### src/rtl/core_presence_dir.sv
module core_presence_dir #(
  parameter int NCORES = 4,
  parameter int NLINES = 16,
  localparam int CW = $clog2(NCORES),
  localparam int LW = $clog2(NLINES)
) (
  input  logic              clk,
  input  logic              rst_n,
  input  logic              req_valid,
  output logic              req_ready,
  input  logic [CW-1:0]     req_core,
  input  logic [LW-1:0]     req_line,
  input  logic [1:0]        req_op,
  input  logic              req_hit,
  output logic              rsp_valid,
  input  logic              rsp_ready,
  output logic [NCORES-1:0] rsp_mask,
  output logic              rsp_snoop,
  output logic              rsp_shared
);
  localparam logic [1:0] OP_RD = 2'd0, OP_OWN = 2'd1, OP_EVICT = 2'd2, OP_DROP = 2'd3;

  logic [NCORES-1:0] pres [NLINES];
  logic [NCORES-1:0] cur, self_bit, nxt_vec, nxt_mask;
  logic              nxt_shared, multi, accept;

  assign req_ready = !rsp_valid || rsp_ready;
  assign accept    = req_valid && req_ready;
  assign cur       = pres[req_line];
  assign self_bit  = NCORES'(1) << req_core;
  assign multi     = $countones(cur) > 1;

  always_comb begin
    nxt_vec    = cur;
    nxt_mask   = '0;
    nxt_shared = 1'b0;
    if (!req_hit) begin
      if (req_op == OP_RD || req_op == OP_OWN) nxt_vec = self_bit;
    end else begin
      case (req_op)
        OP_RD: begin
          nxt_mask   = cur & ~self_bit;
          nxt_shared = multi;
          nxt_vec    = cur | self_bit;
        end
        OP_OWN: begin
          nxt_mask   = cur & ~self_bit;
          nxt_shared = multi;
          nxt_vec    = self_bit;
        end
        OP_EVICT: begin
          nxt_mask   = cur;
          nxt_shared = multi;
          nxt_vec    = '0;
        end
        default: nxt_vec = cur & ~self_bit;
      endcase
    end
  end

  always_ff @(posedge clk) begin
    if (!rst_n) begin
      for (int i = 0; i < NLINES; i++) pres[i] <= '0;
      rsp_valid  <= 1'b0;
      rsp_mask   <= '0;
      rsp_snoop  <= 1'b0;
      rsp_shared <= 1'b0;
    end else if (accept) begin
      pres[req_line] <= nxt_vec;
      rsp_valid      <= 1'b1;
      rsp_mask       <= nxt_mask;
      rsp_snoop      <= |nxt_mask;
      rsp_shared     <= nxt_shared;
    end else if (rsp_ready) begin
      rsp_valid <= 1'b0;
    end
  end
endmodule

### config.mk
export PLATFORM = sky130hd
export DESIGN_NAME = core_presence_dir
export DESIGN_NICKNAME = d
export VERILOG_FILES = /design/src/rtl/core_presence_dir.sv
export SDC_FILE = /design/constraint.sdc
export NUM_CORES = 1
export LEC_CHECK = 0
export BUFFER_PORTS_ARGS = -buffer_cell sky130_fd_sc_hd__buf_4
export CAP_MARGIN = 15
export CORE_MARGIN = 2
export CORE_UTILIZATION = 60
export CTS_BUF_LIST = sky130_fd_sc_hd__clkbuf_16
export DETAILED_ROUTE_END_ITERATION = 7
export PLACE_DENSITY_LB_ADDON = 0.3
export SYNTH_ARGS = -nofsm -noshare
export SYNTH_HDL_FRONTEND = slang
export SYNTH_SLANG_ARGS = --single-unit
### constraint.sdc
create_clock -name clk -period 3.7 [get_ports clk]
set_clock_uncertainty 0.2 [all_clocks]
set_input_delay 0.185 -clock clk [delete_from_list [all_inputs] [get_ports clk]]
set_output_delay 0.185 -clock clk [all_outputs]
set_load 0.02 [all_outputs]
### Word-level counts from Yosys, hierarchy flattened

Memory sizes are Yosys's and may differ from the RTL's.
Cells that the tools add are included.

| cells by class | value |
|---|---|
| add/sub/neg operators | 3 |
| multipliers | 0 |
| divide/modulo/power cells | 0 |
| magnitude comparators | 1 |
| eq/ne operators | 2 |
| shift-type cells | 1 |
| muxes and demuxes | 16 |
| bitwise gates (word level) | 3 |
| reductions and logical operators | 10 |

Operator list:

| operator | number |
|---|---|
| two-way mux 4 bit | 5 |
| case mux 4 bit (3 select lines) | 1 |
| two-way mux 1 bit | 9 |
| case mux 4 bit (2 select lines) | 1 |
| OR reduction 4 bit | 2 |
| adder 1 x 1 -> 2 bit | 2 |
| bitwise AND 4 bit | 1 |
| NOT 4 bit | 1 |
| OR 4 bit | 1 |
| left shift 1 x 2 -> 4 bit (first input constant) | 1 |
| adder 2 x 2 -> 3 bit | 1 |
| > comparator 3 x 1 -> 1 bit (second input constant) | 1 |
| OR reduction 3 bit | 1 |
| == test 2 x 1 -> 1 bit (second input constant) | 1 |
| == test 2 bit (second input constant) | 1 |
| logical NOT 2 bit | 1 |
| logical OR 1 bit | 2 |
| nonzero test 2 bit | 1 |
| OR reduction 2 bit | 1 |
| logical AND 1 bit | 1 |
| logical NOT 1 bit | 1 |

| storage, ports and cells | value |
|---|---|
| register bits | 7 |
| bits in latches | 0 |
| RAM bits | 64 |
| ROM bits | 0 |
| output and inout port bits | 8 |
| logic and storage cells | 41 |
| memories kept | 1 |

Memories:

| name | depth | bits a word | rd ports | clocked after Yosys merged registers in | wr ports | line | source |
|---|---|---|---|---|---|---|---|
| pres | 16 | 4 | 1 | 0 | 16 | 23 | `logic [NCORES-1:0] pres [NLINES];` |

### Depth between registers and ports, before layout

Gate-level depths: netlist of run 1.

| logic depth | value |
|---|---|
| depth after elaboration | 8 |
| mapped depth | 8 |

### Worst setup path after synthesis of run 1

Ideal clock, no wire load.

| path | value |
|---|---|
| path kind | input-to-reg |
| start point | input req_line[3] |
| end point | register rsp_shared |
| arrival | 2.206 ns |
| required time | 3.384 ns |
| slack | 1.178 ns |
| cell stages on the path | 6 |
| buffers on the path | 1 |
| path through | clkbuf_1 > mux4_2 > mux4_2 > fa_1 > a211o_1 > and3_1 |

| on the way | value |
|---|---|
| longest elaborated chain between the ends | 6 |
| elaborated cells on any way between the ends | 7 |
| classes of those cells | add/sub: 3; order compare: 1; mux: 2; memory: 1 |

RTL lines:

| item | line | source |
|---|---|---|
| start, declared | 12 | `input logic [LW-1:0] req_line,` |
| memory read (16 x 4 bit) * | -- |  |
| adder 1 x 1 -> 2 bit (not written as such) | 31 | `assign multi = $countones(cur) > 1;` |
| adder 2 x 2 -> 3 bit (not written as such) * | 31 |  |
| > comparator 3 x 1 -> 1 bit * | 31 |  |
| two-way mux 1 bit * | 40 | `case (req_op)` |
| two-way mux 1 bit * | 37 | `if (!req_hit) begin` |
| end signal, assigned | 73 | `rsp_shared <= nxt_shared;` |
| end, declared | 19 | `output logic rsp_shared` |

Every way passes the cells marked *; elsewhere a longest branch is shown, timed or not.
A chain may end at the register's enable or synchronous reset.

### Final worst setup path of run 1

| path | value |
|---|---|
| start point | memory pres[11][0] |
| end point | register rsp_shared |

| on the way | value |
|---|---|
| longest elaborated chain between the ends | 6 |

RTL lines:

| item | line |
|---|---|
| start, declared | 23 |
| memory read (16 x 4 bit) | -- |
| adder 1 x 1 -> 2 bit (not written as such) | 31 |
| adder 2 x 2 -> 3 bit (not written as such) | 31 |
| > comparator 3 x 1 -> 1 bit | 31 |
| two-way mux 1 bit | 40 |
| two-way mux 1 bit | 37 |

Every way passes these cells.

==> results.toml, run 1 <==
[setup_path]
startpoint_type = "flop"
cp.required_ns = 3.73
end_kind = "flop"
cp_num_buf_inv = 0
arrival_ns = 2.71
critical_path_class = "reg -> reg"
crit_path_top_delay_cell = "mux4_2"
critPathTopFamily = "multiplexers"
slowest_delay_ns = 0.55
crit_fanout = 3
crit_path_cell_trace = "mux4_1, mux4_2, fa_1, a211o_1, and3_1"

[yosys]
syn-cell-area_um2 = 3403
synthTopCellsByArea = "edfxtp_1, mux4_2, nor2_1"
synthSimpleGateAreaFrac_pct = 17.13
yosysSeqAreaShare_pct = 60.59
synth_edf_count = 64
synthArstFlopShare_pct = 0
ys.flop_type = "edfxtp_1"
synth_xor_xnor_area_share_pct = 0
yosysUniqueCellTypes = 39
synth_mux_area_share_pct = 12.13
synth_compound_area_share_pct = 6.801
yosysMostFrequentCell = "edfxtp_1"
synth_top_family_by_area = "simple AND/OR/NAND/NOR gates"
synth-adder-area-share_pct = 0.5882
yosys_warnings = 0
synthCells = 269
synth_top_area_cell = "edfxtp_1"
ys_ff_latch = 71
ys_top_cells_by_count = "edfxtp_1, nor2_1, nand2_1"
avgSynthCellArea_um2 = 12.65
synth_top_area_share_pct = 56.47
synthesis.nets = 283

[layout]
num_antenna_cells = 0
final.fill_count = 378
nets = 303
drive_gt1_share_pct = 23.21
syn_to_final_growth_pct = 14.34

[global_routing]
grt_max_degree = 26
antenna_found_initial = 0
grt_usage_pct = 25.46
grt_pass1_vias = 2140
overflow = 0
grt_pass1_wl_um = 11420

[sta]
hold_viol = 0
slew-limit-headroom_pct = 52.43
period_needed_ns = 2.689
setup-violations-final = 0
min_period_over_period_pct = 72.67
worstMarginPinSlew_ns = 0.7118
final-max-slew-violation-count = 0
rsz0062_at_grt = "false"
worst_slack_ns = 1.011
final.setup.tns_ns = 0
max_freq_mhz = 371.9
hold-worst-slack_ns = 0.04856

[pwr]
p_leak_nw = 1.438
power_density_nw_per_um2 = 513.0
vdd_drop_max_mv = 0.2995

[cts]
cts_max_path_buffers = 2
clock_latency_ns = 0.33
htree_levels = 3
tritoncts = "yes"
post_cts_resized = 0
cts_made_buffers = 9
clkTransAtPathRegs_ns = 0.06
clkSinkCount = 71
cts-root-buf = "clkbuf_16"

[detailed_routing]
via_per_inst = 6.244
num_vias = 2279
ant_nets = 0
routed_wl_um = 7326
drtIter0Drc = 288
drtPass1Iterations = 4
wl_per_cell_um = 20.07
drc = 0

[floorplanning]
core.rowCount = 27
die_h_um = 79.32
io_pins = 21
die_w_um = 79.32
start_util_pct = 61.80
coreArea_um2 = 5507
die_area_um2 = 6291

[place]
gp_congestion = 0.9277
hpwl_um = 5194
port_buffers = 20
pre_cts_ws_ns = 0.9971

[worst_hold_path]
holdCritPathClass = "in -> reg"

[flow_run]
drv_cap = 0

[outcome]
status = "completed"
[metrics by stage]
stage	area [um^2]	total power [mW]	util [%]	cells
2_1_floorplan	3403	1.065	-	269
3_3_place_gp	3580	1.118	65.01	349
3_5_place_dp	3580	1.123	65.01	349
4_1_cts	3891	1.997	70.67	365
5_1_grt	3891	2.052	70.67	365
6_report	3891	1.996	70.67	365
[flip-flops by register name (all words and copies together) (netlist names)]
signal	flops
pres	64
rsp_mask	4
rsp_shared	1
rsp_snoop	1
rsp_valid	1
[layout make-up]
| class | count | area (um^2) | share of cell area (%) |
|---|---|---|---|
| flip-flops and latches | 71 | 2062 | 52.99 |
| multi-input cells | 180 | 1247 | 32.06 |
| clock buffers | 9 | 225.2 | 5.788 |
| repair buffers | 23 | 175.2 | 4.502 |
| well taps | 72 | 90.09 | 2.315 |
| clock inverters | 6 | 76.32 | 1.961 |
| inverters | 4 | 15.01 | 0.3859 |
[path summary, 6_finish.rpt]
| path | startpoint | to | slack [ns] | depth (start not counted) |
|---|---|---|---|---|
| worst min register to register | rsp_mask[1] | rsp_mask[1] | 0.25 | 2 |
| worst max register to register | pres[11][0] | rsp_shared | 1.01 | 5 |
| worst min-delay path | rst_n | rsp_snoop | 0.05 | 3 |
| worst max-delay path | pres[11][0] | rsp_shared | 1.01 | 5 |
[power breakdown]
group / switching [mW] / internal (mW) / leakage [nW]
combinational: 0.117 / 0.0745 / 0.571
sequential: 0.0135 / 0.905 / 0.719
clock: 0.309 / 0.577 / 0.148
[layer usage]
metal | GRT usage [%] | vias to the layer above | routed length [um]
met5 | 0 | - | 0
met4 | 12.59 | 0 | 221
met3 | 6.136 | 18 | 599
met2 | 40.42 | 109 | 3655
met1 | 33.12 | 1140 | 2850
li1 | - | 1012 | -
[worst register-to-register path: cells and delay by family, from the launching register on]
| family | cells | cell delay (ns) |
|---|---|---|
| AO/OA/AOI/OAI | 1 | 0.26 |
| adder cells (fa/ha/maj) | 1 | 0.47 |
| flip-flops | 1 | 0.42 |
| multiplexers | 2 | 1.07 |
| AND/OR/NAND/NOR | 1 | 0.16 |
[timing repair]
action / CTS / global route
hold buffers: 1 / 0
setup buffers: 0 / 0
setup endpoints to repair: 0 / 0
endpoints found under the hold margin: 1 / 0
[placed cells by master, fill, tap and decap left out, types with 4 or more instances in the layout]
cell,synthesis,layout
clkbuf_16,0,9
edfxtp_1,64,64
o21ai_0,5,5
dfxtp_1,7,7
inv_1,4,4
a21o_1,4,4
nand2_1,42,42
nor2_1,61,61
a22oi_1,4,4
mux4_2,16,16
nor2_2,10,10
buf_4,0,22
[cell families after synthesis]
kind of cell    count (synthesis)
compound gates                 29
fa+ha+maj                       1
buf+inv                        18
flops                          71
mux                            18
simple gates                  132
Power figures use the tool's default switching activity.
==> inputs of run 2 (changes only) <==
--- a/config.mk
+++ b/config.mk
@@ -5,10 +5,11 @@
 export SDC_FILE = /design/constraint.sdc
 export NUM_CORES = 1
 export LEC_CHECK = 0
+export ABC_AREA = 1
 export BUFFER_PORTS_ARGS = -buffer_cell sky130_fd_sc_hd__buf_4
 export CAP_MARGIN = 15
 export CORE_MARGIN = 2
-export CORE_UTILIZATION = 60
+export CORE_UTILIZATION = 55
 export CTS_BUF_LIST = sky130_fd_sc_hd__clkbuf_16
 export DETAILED_ROUTE_END_ITERATION = 7
 export PLACE_DENSITY_LB_ADDON = 0.3
==> constraint.sdc (replaced) <==
create_clock -name clk -period 2.3 [get_ports clk]
set_clock_uncertainty 0.2 [all_clocks]
set_input_delay 0.115 -clock clk [delete_from_list [all_inputs] [get_ports clk]]
set_output_delay 0.115 -clock clk [all_outputs]
set_load 0.02 [all_outputs]
==> run 2 against run 1 <==
Via count up 32%. First-iteration DRC count fell by 25%. Global-route usage up 0.23 points. Hold slack better by 0.066 ns. Critical path type unchanged. Critical endpoint unchanged. Largest cell class unchanged. Largest power group unchanged.
==> results.toml, run 2 <==
[global_routing]
overflow = 0
grt_pass1_vias = 3052
grt_max_degree = 31
grt_util_met2_pct = 44.39
antenna_found_initial = 0
grt_usage_pct = 25.69
grt_util_met1_pct = 31.23
grt_use_met3_pct = 5.253
grt_pass1_wl_um = 14000
grt-busiest-layer = "met2"

[detailed_routing]
drtIter0Drc = 217
drc = 0
ant_nets = 0
drtPass1Iterations = 5
routed_wl_um = 8647
num_vias = 3006
wl_per_cell_um = 15.84
via_per_inst = 5.505

[yosys]
avgSynthCellArea_um2 = 8.587
synthCells = 423
synth_top_area_cell = "edfxtp_1"
yosys_warnings = 0
yosysSeqAreaShare_pct = 56.77
synth_edf_count = 64
yosysMostFrequentCell = "nand2_1"
yosysUniqueCellTypes = 21
ys_ff_latch = 71
synthTopCellsByArea = "edfxtp_1, nand2_1, nor2_1"
ys.flop_type = "edfxtp_1"
synthesis.nets = 437
syn-cell-area_um2 = 3632
synthArstFlopShare_pct = 0
synth_top_area_share_pct = 52.91
ys_top_cells_by_count = "nand2_1, nor2_1, edfxtp_1"

[pwr]
power_density_nw_per_um2 = 767.5
vdd_drop_max_mv = 0.5376
p_sw_mw = 0.7697
p_seq_share_pct = 44.9
p_int_mw = 2.521
swShare_pct = 23.39
p_clk_share_pct = 43.9
p_leak_nw = 1.902
combPwrFrac_pct = 11.3

[cts]
postCtsSetupBuffers = 0
post_cts_resized = 0
clkTransAtPathRegs_ns = 0.06
cts-root-buf = "clkbuf_16"
htree_levels = 3
cts_max_path_buffers = 2
hold_buffers = 4
clock_latency_ns = 0.33
tritoncts = "yes"
clkSinkCount = 71
cts_made_buffers = 9

[layout]
top_regs = "pres (64), rsp_mask (4)"
regMostFlops = "pres"
syn_to_final_growth_pct = 18.05
mostFrequentLayoutCells = "nand2_1, nor2_1, edfxtp_1, buf_4, inv_1"
nets = 478
final.fill_count = 528
layout_commonest_cell = "nand2_1"
num_antenna_cells = 0
largest_reg_flops = 64
drive_gt1_share_pct = 14.29
final_cell_area_um2 = 4288

[flow_run]
drv_cap = 0

[sta]
final-max-slew-violation-count = 0
hold_viol = 0
period_needed_ns = 2.058
worstMarginPinSlew_ns = 0.5297
min_period_over_period_pct = 89.46
max_freq_mhz = 486.0
setup-violations-final = 0
slew-limit-headroom_pct = 64.63
final.setup.tns_ns = 0
rsz0062_at_grt = "false"
hold-worst-slack_ns = 0.1148

[worst_hold_path]
holdCritPathClass = "in -> reg"

[place]
port_buffers = 20
gp_congestion = 0.9388
hpwl_um = 5973
place_area_um2 = 3939

[floorplanning]
die_area_um2 = 7270
start_util_pct = 56.88
die_h_um = 85.27
io_pins = 21
core.rowCount = 29
die_w_um = 85.27
coreArea_um2 = 6386

[setup_path]
startpoint_type = "flop"
end_kind = "flop"
arrival_ns = 2.11
cp.required_ns = 2.35
critical_path_class = "reg -> reg"
crit_fanout = 2

[outcome]
status = "completed"
## run 2: cell families after synthesis
kind of cell	count (synthesis)	share of synthesized area, %
buffers and inverters	38	6.063
DFF	71	56.77
and+or+nand+nor	289	32.00
adders and majority gates	1	0.5512
AOI/OAI and AO/OA	24	4.616
## run 2: power by group through the flow
stage | Sequential, mW | Combinational (mW) | Clock (mW)
after global placement | 1.50 | 0.354 | 0
after global routing | 1.48 | 0.406 | 1.50
after CTS | 1.48 | 0.368 | 1.45
final | 1.48 | 0.370 | 1.44
after floorplan | 1.51 | 0.230 | 0
after detailed placement | 1.50 | 0.361 | 0
## run 2: layout make-up
| type | count | area [um^2] | share of cell area [%] |
|---|---|---|---|
| sequential | 71 | 2062 | 48.09 |
| tap | 77 | 96.34 | 2.247 |
| multi-input combinational | 314 | 1350 | 31.49 |
| timing repair buffer | 48 | 395.4 | 9.221 |
| clock buffer | 9 | 225.2 | 5.252 |
| clock inverter | 7 | 83.83 | 1.955 |
| inverter | 20 | 75.07 | 1.751 |
## run 2: path summary, 6_finish.rpt
kind | from | end | slack [ns] | cells after the start
max reg2reg | pres[12][1] | rsp_shared | 0.24 | 11
min reg2reg | rsp_snoop | rsp_snoop | 0.34 | 2
min | rst_n | rsp_mask[1] | 0.11 | 4
max | pres[12][1] | rsp_shared | 0.24 | 11
## run 2: layer usage
metal | vias to the layer above | routed length, um
li1 | 1448 | -
met1 | 1429 | 3671
met2 | 111 | 4289
met3 | 18 | 486
met4 | 0 | 199
met5 | - | 0
## run 2: critical path, cell delays in order (launching register included)
cell and delay (ns):
edfxtp_1 0.39, nand2_1 0.08, nand2_1 0.06, nand2_1 0.06, nand2_1 0.05, nand2_1 0.12
nand4_4 0.15, fa_1 0.55, o21ai_0 0.07, nand2_1 0.06, nand2_1 0.04, a21oi_1 0.14
## run 2: metrics by stage
stage	setup slack (ns)	power, mW	std cells	utilization, %
4_1_cts	0.2493	3.297	546	67.14
3_5_place_dp	0.02173	1.864	526	61.68
3_3_place_gp	0.05935	1.856	526	61.68
2_1_floorplan	0.3545	1.736	423	-
6_report	0.2423	3.291	546	67.14
5_1_grt	0.1309	3.392	546	67.14
==> inputs of run 3 (changes only) <==
--- a/config.mk
+++ b/config.mk
@@ -6,12 +6,12 @@
 export NUM_CORES = 1
 export LEC_CHECK = 0
 export ABC_AREA = 1
-export BUFFER_PORTS_ARGS = -buffer_cell sky130_fd_sc_hd__buf_4
 export CAP_MARGIN = 15
 export CORE_MARGIN = 2
-export CORE_UTILIZATION = 55
+export CORE_UTILIZATION = 57
 export CTS_BUF_LIST = sky130_fd_sc_hd__clkbuf_16
 export DETAILED_ROUTE_END_ITERATION = 7
+export DONT_BUFFER_PORTS = 1
 export PLACE_DENSITY_LB_ADDON = 0.3
 export SYNTH_ARGS = -nofsm -noshare
 export SYNTH_HDL_FRONTEND = slang
==> run 3 against run 2 <==
Worst setup slack got worse by 0.025 ns. Critical endpoint is now rsp_mask[2]. Critical path depth fell by 7. Register-to-register slack barely moved. Non-clock buffer count fell by 23. Core utilization fell by 2.3 points. Maximum frequency fell by 1.2%. Sequential cell count did not move. Combinational power fell by 18%. Cell count fell by 4.2%. Largest power group unchanged. Via count fell by 4.7%.
==> results.toml, run 3 (synthesis gave the netlist of run 2 again) <==
[outcome]
status = "completed"

[setup_path]
critPathTopFamily = "buffers and inverters"
startpoint_type = "input pin"
cp.required_ns = 2.38
cp_num_buf_inv = 2
crit_fanout = 23
arrival_ns = 2.16
end_kind = "flop"
crit_path_cell_trace = "dlygate4sd3_1, o21ai_0, a21oi_1, dlygate4sd3_1"
critical_path_class = "in -> reg"
slowest_delay_ns = 1.14
cpMostUsedCell = "dlygate4sd3_1"
crit_path_top_delay_cell = "dlygate4sd3_1"

[place]
port_buffers = 0
gp_congestion = 0.8782
pre_cts_ws_ns = 0.1704
hpwl_um = 5822

[layout]
largest_reg_flops = 64
syn_to_final_growth_pct = 11.33
regMostFlops = "pres"
nets = 455
num_antenna_cells = 0
mostFrequentLayoutCells = "nand2_1, nor2_1, edfxtp_1, inv_1, buf_4"
top_regs = "pres (64), rsp_mask (4)"
utilization_pct = 64.80
final.fill_count = 550
drive_gt1_share_pct = 8.296
layout_commonest_cell = "nand2_1"

[sta]
max_freq_mhz = 480.1
period_needed_ns = 2.083
setup-violations-final = 0
rsz0062_at_grt = "false"
min_period_over_period_pct = 90.55
hold-worst-slack_ns = 0.01449
worstMarginPinSlew_ns = 0.9248
final-max-slew-violation-count = 0
hold_viol = 0
slew-limit-headroom_pct = 38.14
final.setup.tns_ns = 0
worst_slack_ns = 0.2173

[cts]
hold_buffers = 8
cts_max_path_buffers = 2
clock_latency_ns = 0.33
post_cts_resized = 0
clkTransAtPathRegs_ns = 0.05
postCtsSetupBuffers = 0
htree_levels = 3
tritoncts = "yes"
cts_made_buffers = 9
clkSinkCount = 71
cts-root-buf = "clkbuf_16"

[detailed_routing]
ant_nets = 0
routed_wl_um = 8378
drc = 0
num_vias = 2864
via_per_inst = 5.476
wl_per_cell_um = 16.02
drtIter0Drc = 245
drtPass1Iterations = 5

[floorplanning]
start_util_pct = 58.20
io_pins = 21
die_h_um = 83.83
coreArea_um2 = 6241
die_area_um2 = 7027
core.rowCount = 29
die_w_um = 83.83

[global_routing]
antenna_found_initial = 0
grt_usage_pct = 25.62
grt_pass1_wl_um = 13720
grt_pass1_vias = 2789
overflow = 0
grt_max_degree = 37

[pwr]
p_leak_nw = 1.757
vdd_drop_max_mv = 0.6246
power_density_nw_per_um2 = 736.2

[worst_hold_path]
holdCritPathClass = "in -> reg"

[flow_run]
drv_cap = 0
run 3: cell types whose count changed in the layout (fill, tap and decap cells not counted), sizes merged:
cell / change
clkinv: +2
inv: +1
clkinvlp: -1
buf: -27
dlygate4sd3: +4
bufinv: -2
run 3: final timing paths:
check | startpoint | to | slack [ns] | cells past startpoint
worst max-delay path | rst_n | rsp_mask[2] | 0.22 | 4
worst min-delay path | req_op[1] | rsp_snoop | 0.01 | 6
worst max register to register | pres[15][1] | rsp_shared | 0.25 | 11
worst min register to register | rsp_mask[1] | rsp_mask[1] | 0.45 | 2
run 3: stage by stage:
stage / cells / power (mW) / area [um^2]
5_1_grt: 523 / 3.071 / 4044
4_1_cts: 523 / 2.989 / 4044
3_3_place_gp: 499 / 1.788 / 3711
2_1_floorplan: 423 / 1.736 / 3632
3_5_place_dp: 499 / 1.796 / 3711
6_report: 523 / 2.977 / 4044
run 3: final cells by class:
type / instances / area [um^2] / share of cell area [%]
inverters: 20 / 75.07 / 1.856
flip-flops and latches: 71 / 2062 / 50.99
multi-input cells: 314 / 1350 / 33.38
repair buffers: 25 / 207.7 / 5.136
clock inverters: 7 / 27.53 / 0.6807
well taps: 77 / 96.34 / 2.382
clock buffers: 9 / 225.2 / 5.569
run 3: power breakdown:
part           internal [mW]  switching (mW)
combinational          0.102           0.202
clock                  0.703           0.483
sequential              1.46          0.0308
run 3: worst register-to-register path, delay by kind of cell, from the launching register on:
family	cells	cell delay [ns]
AOI/OAI and AO/OA	2	0.19
adders and majority gates	1	0.56
DFF	1	0.38
and+or+nand+nor	8	0.67
run 3: layer usage:
metal | global-route usage [%] | up-vias | part of all wire [%]
met5 | 0 | - | 0
met4 | 9.824 | 0 | 2.3
met3 | 5.638 | 16 | 7.1
met2 | 41.53 | 95 | 49
met1 | 33.93 | 1349 | 41
li1 | - | 1404 | -
